**src/rtl/evr_pkg.sv**
```systemverilog
package evr_pkg;
  localparam logic [11:0] OFF_POL    = 12'h000;
  localparam logic [11:0] OFF_MODE   = 12'h004;
  localparam logic [11:0] OFF_EN_CLR = 12'hFD8;
  localparam logic [11:0] OFF_EN_SET = 12'hFDC;
  localparam logic [11:0] OFF_STAT   = 12'hFE0;
  localparam logic [11:0] OFF_EN     = 12'hFE4;
  localparam logic [11:0] OFF_ST_CLR = 12'hFE8;
  localparam logic [11:0] OFF_ST_SET = 12'hFEC;

  typedef enum logic [2:0] {
    RD_NONE, RD_POL, RD_MODE, RD_STAT, RD_EN
  } rdSel_e;

  typedef struct packed {
    logic   wrPol;
    logic   wrMode;
    logic   enClr;
    logic   enSet;
    logic   stClr;
    logic   stSet;
    rdSel_e rdSel;
  } strobe_t;
endpackage

```
**src/rtl/evr_ctrl.sv**
```systemverilog
module evr_ctrl
  import evr_pkg::*;
#(
  parameter int ADDR_W = 12
) (
  input  logic              clk,
  input  logic              rstN,
  input  logic              busSel,
  input  logic              busWrite,
  input  logic [ADDR_W-1:0] busAddr,
  output strobe_t           strb
);
  logic [ADDR_W-1:0] wordAddr;
  logic              doWr;
  logic              doRd;

  assign wordAddr = {busAddr[ADDR_W-1:2], 2'b00};
  assign doWr     = busSel && busWrite;
  assign doRd     = busSel && !busWrite;

  always_comb begin
    strb        = '0;
    strb.rdSel  = RD_NONE;
    strb.wrPol  = doWr && (wordAddr == ADDR_W'(OFF_POL));
    strb.wrMode = doWr && (wordAddr == ADDR_W'(OFF_MODE));
    strb.enClr  = doWr && (wordAddr == ADDR_W'(OFF_EN_CLR));
    strb.enSet  = doWr && (wordAddr == ADDR_W'(OFF_EN_SET));
    strb.stClr  = doWr && (wordAddr == ADDR_W'(OFF_ST_CLR));
    strb.stSet  = doWr && (wordAddr == ADDR_W'(OFF_ST_SET));
    if (doRd) begin
      if (wordAddr == ADDR_W'(OFF_POL))       strb.rdSel = RD_POL;
      else if (wordAddr == ADDR_W'(OFF_MODE)) strb.rdSel = RD_MODE;
      else if (wordAddr == ADDR_W'(OFF_STAT)) strb.rdSel = RD_STAT;
      else if (wordAddr == ADDR_W'(OFF_EN))   strb.rdSel = RD_EN;
    end
  end

  // at most one write strobe per access
  a_r4_one_strobe: assert property (@(posedge clk) disable iff (!rstN)
    $onehot0({strb.wrPol, strb.wrMode, strb.enClr, strb.enSet, strb.stClr, strb.stSet}));

  // status is read-only, a write there raises no strobe
  a_r4_status_ro: assert property (@(posedge clk) disable iff (!rstN)
    (doWr && wordAddr == ADDR_W'(OFF_STAT)) |->
      !(strb.wrPol || strb.wrMode || strb.enClr || strb.enSet || strb.stClr || strb.stSet));
endmodule

```
**src/rtl/evr_datapath.sv**
```systemverilog
module evr_datapath
  import evr_pkg::*;
#(
  parameter int NUM_EV = 6,
  parameter int DATA_W = 32
) (
  input  logic              clk,
  input  logic              rstN,
  input  strobe_t           strb,
  input  logic [NUM_EV-1:0] wrMask,
  input  logic [NUM_EV-1:0] evIn,
  output logic [DATA_W-1:0] rdata,
  output logic              irqOut
);
  logic [NUM_EV-1:0] polReg;
  logic [NUM_EV-1:0] modeReg;
  logic [NUM_EV-1:0] prevIn;
  logic [NUM_EV-1:0] primed;
  logic [NUM_EV-1:0] status;
  logic [NUM_EV-1:0] enable;
  logic [NUM_EV-1:0] hit;
  logic [NUM_EV-1:0] cfgChange;

  // per-line detector
  for (genvar i = 0; i < NUM_EV; i++) begin : g_det
    logic edgeHit;
    assign edgeHit = primed[i] & (polReg[i] ? (evIn[i] & ~prevIn[i])
                                            : (~evIn[i] & prevIn[i]));
    assign hit[i]  = modeReg[i] ? edgeHit : (evIn[i] == polReg[i]);
  end

  assign cfgChange = (strb.wrPol  ? (wrMask ^ polReg)  : '0)
                   | (strb.wrMode ? (wrMask ^ modeReg) : '0);

  always_ff @(posedge clk) begin
    if (!rstN) begin
      polReg  <= '0;
      modeReg <= '0;
      prevIn  <= '0;
      primed  <= '0;
      status  <= '0;
      enable  <= '0;
      irqOut  <= 1'b0;
    end else begin
      if (strb.wrPol)  polReg  <= wrMask;
      if (strb.wrMode) modeReg <= wrMask;
      prevIn <= evIn;
      primed <= ~cfgChange;
      status <= (status & ~(strb.stClr ? wrMask : '0))
              | (strb.stSet ? wrMask : '0)
              | hit;
      enable <= (enable & ~(strb.enClr ? wrMask : '0))
              | (strb.enSet ? wrMask : '0);
      irqOut <= |(status & enable);
    end
  end

  always_comb begin
    unique case (strb.rdSel)
      RD_POL:  rdata = DATA_W'(polReg);
      RD_MODE: rdata = DATA_W'(modeReg);
      RD_STAT: rdata = DATA_W'(status);
      RD_EN:   rdata = DATA_W'(enable);
      default: rdata = '0;
    endcase
  end

  // set bits appear in status
  a_r5_set_takes: assert property (@(posedge clk) disable iff (!rstN)
    strb.stSet |=> ((status & $past(wrMask)) == $past(wrMask)));

  // enable clear and set act on the written ones
  a_r6_en_clear: assert property (@(posedge clk) disable iff (!rstN)
    strb.enClr |=> ((enable & $past(wrMask)) == '0));
  a_r6_en_set: assert property (@(posedge clk) disable iff (!rstN)
    strb.enSet |=> ((enable & $past(wrMask)) == $past(wrMask)));

  // a detection survives a simultaneous clear
  a_r7_detect_wins: assert property (@(posedge clk) disable iff (!rstN)
    strb.stClr |=> ((status & $past(hit)) == $past(hit)));

  // without a clear, status bits never drop
  a_r8_sticky: assert property (@(posedge clk) disable iff (!rstN)
    !strb.stClr |=> ((status & $past(status)) == $past(status)));

  // request follows status and enable one cycle later
  a_r9_irq_low: assert property (@(posedge clk) disable iff (!rstN)
    ((status & enable) == '0) |=> !irqOut);
  a_r9_irq_high: assert property (@(posedge clk) disable iff (!rstN)
    (|(status & enable)) |=> irqOut);
endmodule

```
**src/rtl/event_router.sv**
```systemverilog
module event_router
  import evr_pkg::*;
#(
  parameter int NUM_EV = 6,
  parameter int ADDR_W = 12,
  parameter int DATA_W = 32
) (
  input  logic              clk,
  input  logic              rstN,
  input  logic              busSel,
  input  logic              busWrite,
  input  logic [ADDR_W-1:0] busAddr,
  input  logic [DATA_W-1:0] busWdata,
  output logic [DATA_W-1:0] busRdata,
  input  logic [NUM_EV-1:0] evIn,
  output logic              irqOut
);
  strobe_t strb;
  logic    unusedBits;

  assign unusedBits = ^{busWdata[DATA_W-1:NUM_EV], busAddr[1:0]};

  evr_ctrl #(.ADDR_W(ADDR_W)) uCtrl (
    .clk      (clk),
    .rstN     (rstN),
    .busSel   (busSel),
    .busWrite (busWrite),
    .busAddr  (busAddr),
    .strb     (strb)
  );

  evr_datapath #(.NUM_EV(NUM_EV), .DATA_W(DATA_W)) uDp (
    .clk    (clk),
    .rstN   (rstN),
    .strb   (strb),
    .wrMask (busWdata[NUM_EV-1:0]),
    .evIn   (evIn),
    .rdata  (busRdata),
    .irqOut (irqOut)
  );
endmodule

```
**config.mk**
```make
export PLATFORM = sky130hd
export DESIGN_NAME = event_router
export DESIGN_NICKNAME = d
export VERILOG_FILES = /design/src/rtl/evr_pkg.sv /design/src/rtl/evr_ctrl.sv /design/src/rtl/evr_datapath.sv /design/src/rtl/event_router.sv
export SDC_FILE = /design/constraint.sdc
export NUM_CORES = 1
export LEC_CHECK = 0
export BUFFER_PORTS_ARGS = -buffer_cell sky130_fd_sc_hd__buf_2
export CAP_MARGIN = 20
export CORE_MARGIN = 2
export CORE_UTILIZATION = 49
export CTS_CLUSTER_DIAMETER = 80
export DETAILED_ROUTE_END_ITERATION = 6
export PLACE_DENSITY_LB_ADDON = 0.25
export RECOVER_POWER = 50
export SETUP_SLACK_MARGIN = 0.2
export SKIP_LAST_GASP = 1
export SLEW_MARGIN = 20
export SYNTH_ARGS = -nofsm -noshare
export SYNTH_HDL_FRONTEND = slang
export SYNTH_HIERARCHICAL = 1
export SYNTH_SLANG_ARGS = --single-unit
export TNS_END_PERCENT = 10
```
**constraint.sdc**
```tcl
create_clock -name clk -period 1.94 [get_ports clk]
set_input_delay 0.097 -clock clk [delete_from_list [all_inputs] [get_ports clk]]
set_output_delay 0.097 -clock clk [all_outputs]
set_load 0.02 [all_outputs]
```
* Word level (Yosys, flattened, before mapping)
Cells that the tools add are included.
** Cells by class
- Equality and inequality tests :: 17
- Reduce and logical (&&, ||, !) cells :: 11
- Mux-type cells :: 24
- Bitwise gates (word level) :: 42
** Operators by type and width (count)
- 10-bit equality test, second input constant :: 6
- 6-bit 2-to-1 mux :: 6
- 6-bit OR :: 4
- 6-bit case mux with 4 select lines :: 1
- 1-bit AND :: 18
- 6-bit AND :: 3
- 6-bit inverter :: 3
- 3-bit 2-to-1 mux :: 5
- 12-bit logical NOT :: 1
- 1-bit 2-to-1 mux :: 12
- 1-bit inverter :: 12
- 6-bit bitwise XOR :: 2
- 10-bit by 1-bit equality test with 1-bit output, second input constant :: 1
- 1-bit logical AND :: 8
- 1-bit equality test :: 6
- 3-bit by 2-bit equality test with 1-bit output, second input constant :: 2
- 6-bit OR reduction :: 1
- 3-bit by 1-bit equality test with 1-bit output, second input constant :: 1
- 3-bit equality test, second input constant :: 1
- 1-bit logical NOT :: 1
** Storage, ports and cells
- Word-level logic and storage cells :: 101
- Flip-flop bits (word level) :: 37

* Longest topological paths before layout
- Word-level depth :: 8
- Depth in mapped cells :: 7
- Gate-level depth less buffers :: 6

* By module
The synthesis kept the hierarchy.
** Modules (own cells, without submodules)
- evr_datapath :: instances 1, area an instance 2063.2 um^2, sequential area each 740.7 um^2, cells each 223
- evr_ctrl :: instances 1, area an instance 158.9 um^2, sequential area each 0.0 um^2, cells each 25

* Worst setup path before layout
OpenSTA, ideal clock, no wires.
- Path kind :: input to output
- Start point :: input busAddr[3]
- End point :: output busRdata[1]
- Arrival :: 1.623 ns
- Stages :: 5
- Path slack :: 0.220 ns
- Data required time :: 1.843 ns
- Buffers on the path :: 0
- Cells stage by stage :: or3b_2 -> nor3_1 -> nor2b_2 -> a22oi_1 -> o22ai_1
** RTL lines
- start: declaration :: RTL line event_router.sv:12 : input logic [ADDR_W-1:0] busAddr,
- end: declaration :: RTL line event_router.sv:14 : output logic [DATA_W-1:0] busRdata,

==> summary.txt <==
Run status
  – Status: finished, final reports clean

Floorplanning
  – # rows: 24
  – Core box area: 4350 um2
  – Die Y: 71.3 um
  – Die ar.: ~5000 um2
  – Io pins: 87
  – Initial Utilization: 0.510
  – Die W: 71.3 um

Yosys
  – Synthesized flop and latch total: 37
  – Synth area leader: dfxtp_1
  – Post-synthesis sequential area ratio: 0.333
  – Yosys top cell area share: 0.333
  – Ys async rst share: 0
  – Post-synth EDFFs: 0
  – Syn Std Cell Area: 2220 um2
  – Synthesis Warnings: 6
  – Syn_area_per_cell: 8.96 um2
  – Post-synth cell types: 39
  – Synth Instances: 248
  – Count leader, synth: dfxtp_1
  – Top_reg_cell synth: dfxtp_1
  – Top cells by area, synth: dfxtp_1 (33%), buf_4 (9.8%), mux2i_1 (8.1%), a22oi_1 (7.1%), xor2_1 (3.9%)
  – Synth cell count leaders: dfxtp_1 (37), buf_4 (29), a22oi_1 (21)

Power and ir drop
  – Power per cell area: 596 nW/um2
  – Worst VDD drop: 0.570 mV
  – Leak: 1.02 nW

Clock tree
  – Clk_lat worst skew: roughly 280 ps
  – Depth of the CTS H-tree: 2
  – TritonCTS Buffers: 5
  – # clock sinks: 37
  – CTS tree: done
  – CTS clock-pin slew for the worst setup and hold paths: 70 ps
  – Clock Root Buffer: clkbuf_8
  – Clk buf depth: 2

Drt
  – Pre-antenna DRT Iters: 4
  – Routed wire length: 4860 um
  – DRT iter0 DRCs: 51
  – Detail Route Antenna Nets: 0
  – Wire per inst: 14.2 um
  – DR vias/cell: 5.41
  – DR vias: 1857
  – Drc violations: 0

Global routing
  – Grt met1 use: 0.247
  – First-pass GRT wire length: 7700 um
  – Grt met3 use: 0.0464
  – Largest net degree at the start of global routing: 32
  – GRT Max-Usage Layer: met2
  – Grt total ovfl: 0
  – Met2 Usage GRT: 0.323
  – GRT Total Usage: 0.191
  – Vias in the first global route: 1666
  – Initial antenna violation count: 0

Placed design
  – DP HPWL: ~3200 um
  – Placer Congestion: roughly 0.80
  – Placed Area: between 2000 and 2500 um2
  – Buffers on Ports: 32

Timing
  – Setup TNS Final: 0 ps
  – Min Tclk post-route: 1750 ps
  – Final setup fails: 0
  – Final hold violations: 0
  – Tcrit/Tclk final: 0.903
  – Slew Limit Fails: 0
  – Worst slew pin tran: approximately 1000 ps
  – Slew headroom: 0.302
  – Clock Skew: between 4 and 5 ps
  – Fmax: between 500 and 600 MHz
  – RSZ-0062 raised after global routing: true

Critical path
  – Worst path max stage delay: approximately 300 ps
  – Critical Path RT: around 1800 ps
  – Worst setup EP type: output pin
  – Crit-path cells: clkbuf_1 > and4_1 > nand4b_1 > a21oi_2 > buf_6 > and2b_4 > a22oi_1 > o22ai_1 > buf_2
  – CP max stage cell: and4_1
  – Crit path DAT: 1650 ps
  – FF-to-FF setup slack: 910 ps
  – Worst setup path category: input pin to output pin
  – CP Max Fanout: 5
  – Crit start category: input pin

Finish
  – FF+latch area: 741 um2
  – Final Util: 0.604
  – Layout cell share with drive strength beyond 1: 0.251
  – NumNets Final: 344
  – Area Overhead vs Synth: 18.3%
  – Multi-input gate area: around 1300 um2
  – Antenna cells: 0
  – FILL cells: 396
  – Post-layout instance area: between 2000 and 3000 um2

Flow run
  – Max Cap Viol: 0

Min path
  – Hold Crit Class: input pin to register
[report_power, final]
group          switching [mW]  internal (mW)  total [mW]
registers              0.0120          0.782       0.794
clock network           0.266          0.321       0.587
logic                   0.121         0.0651       0.187
total                   0.399           1.17        1.57
[cell type report]
| class | count | share of cell area |
|---|---|---|
| Clock buffer | 7 | 0.0366 |
| Clock inverter | 1 | 0.00190 |
| Inverter | 4 | 0.00571 |
| Multi-Input combinational cell | 192 | 0.512 |
| Sequential cell | 37 | 0.282 |
| Tap cell | 52 | 0.0248 |
| Timing Repair Buffer | 50 | 0.138 |
[metal layers]
metal | routed length, um | vias up | share of wire
li1 | - | 921 | -
met1 | 2140 | 865 | 0.44
met2 | 2370 | 67 | 0.49
met3 | 310 | 4 | 0.064
met4 | 31 | 0 | 0.0064
met5 | 0 | - | 0
[layout by cell type (no fill, tap or decap), drive strengths merged, types with 2 or more instances in the layout]
cell    instances
o21ai           6
clkbuf         13
nand2          16
nand2b          8
nand4           2
nor4            4
nand3           2
nor2b           4
nor2           19
a22oi          21
a221oi          5
buf            44
nor3b           7
xor2           10
a31oi           7
conb           26
dfxtp          37
mux2i          18
inv             4
and3b           6
o22ai           6
and2            6
a21oi           2
nor4b           2
xnor2           6
[kinds of logic (layout without fill, tap and decap cells)]
kind of cell / count (synthesis) / after routing / synth area share
buf+inv: 44 / 62 / 0.135
simple gates: 82 / 82 / 0.215
compound gates: 50 / 50 / 0.171
mux: 18 / 18 / 0.0811
flops: 37 / 37 / 0.333
xor+xnor: 16 / 16 / 0.0631
other cells: 1 / 26 / 0.00169
[sequential cells by signal (all words and copies together), names as in the netlist]
signal and count:
uDp/enable 6, uDp/status 6, uDp/primed 6, uDp/polReg 6, uDp/irqOut 1, uDp/prevIn 6, uDp/modeReg 6
[stage by stage]
| step | total power [mW] | setup slack (ps) | instances | hold WS [ps] |
|---|---|---|---|---|
| after floorplan | 0.973 | 220 | 273 | 219 |
| after global placement | 0.981 | 63.3 | 329 | 354 |
| after detailed placement | 0.985 | 75.1 | 329 | 356 |
| after CTS | 1.58 | 210 | 339 | 60.2 |
| after global routing | 1.64 | 66.9 | 343 | 71.2 |
| final | 1.57 | 189 | 343 | 66.7 |
[what timing repair did]
| action | in CTS | in global routing |
|---|---|---|
| endpoints found under the setup margin | 6 | 6 |
| hold endpoints to repair | 0 | 0 |
| hold buffers | 0 | 0 |
| pin swaps | 1 | 9 |
| buffers inserted | 2 | 4 |
| gates resized for setup | 9 | 19 |
[path summary, 6_finish.rpt]
check | from | end | cells past startpoint
min reg2reg | uDp/primed[4]$_SDFF_PN0_ | uDp/status[4]$_SDFF_PN0_ | 2
max reg2reg | uDp/polReg[0]$_SDFFE_PN0P_ | uDp/status[0]$_SDFF_PN0_ | 3
min | evIn[2] | uDp/prevIn[2]$_SDFF_PN0_ | 2
max | busAddr[7] | busRdata[2] | 9
[critical path: cells and delay by family]
kind	cells	cell delay (ps)
AOI/OAI and AO/OA	3	430
buffers and inverters	3	490
and+or+nand+nor	3	630
Power figures use the tool's default switching activity.
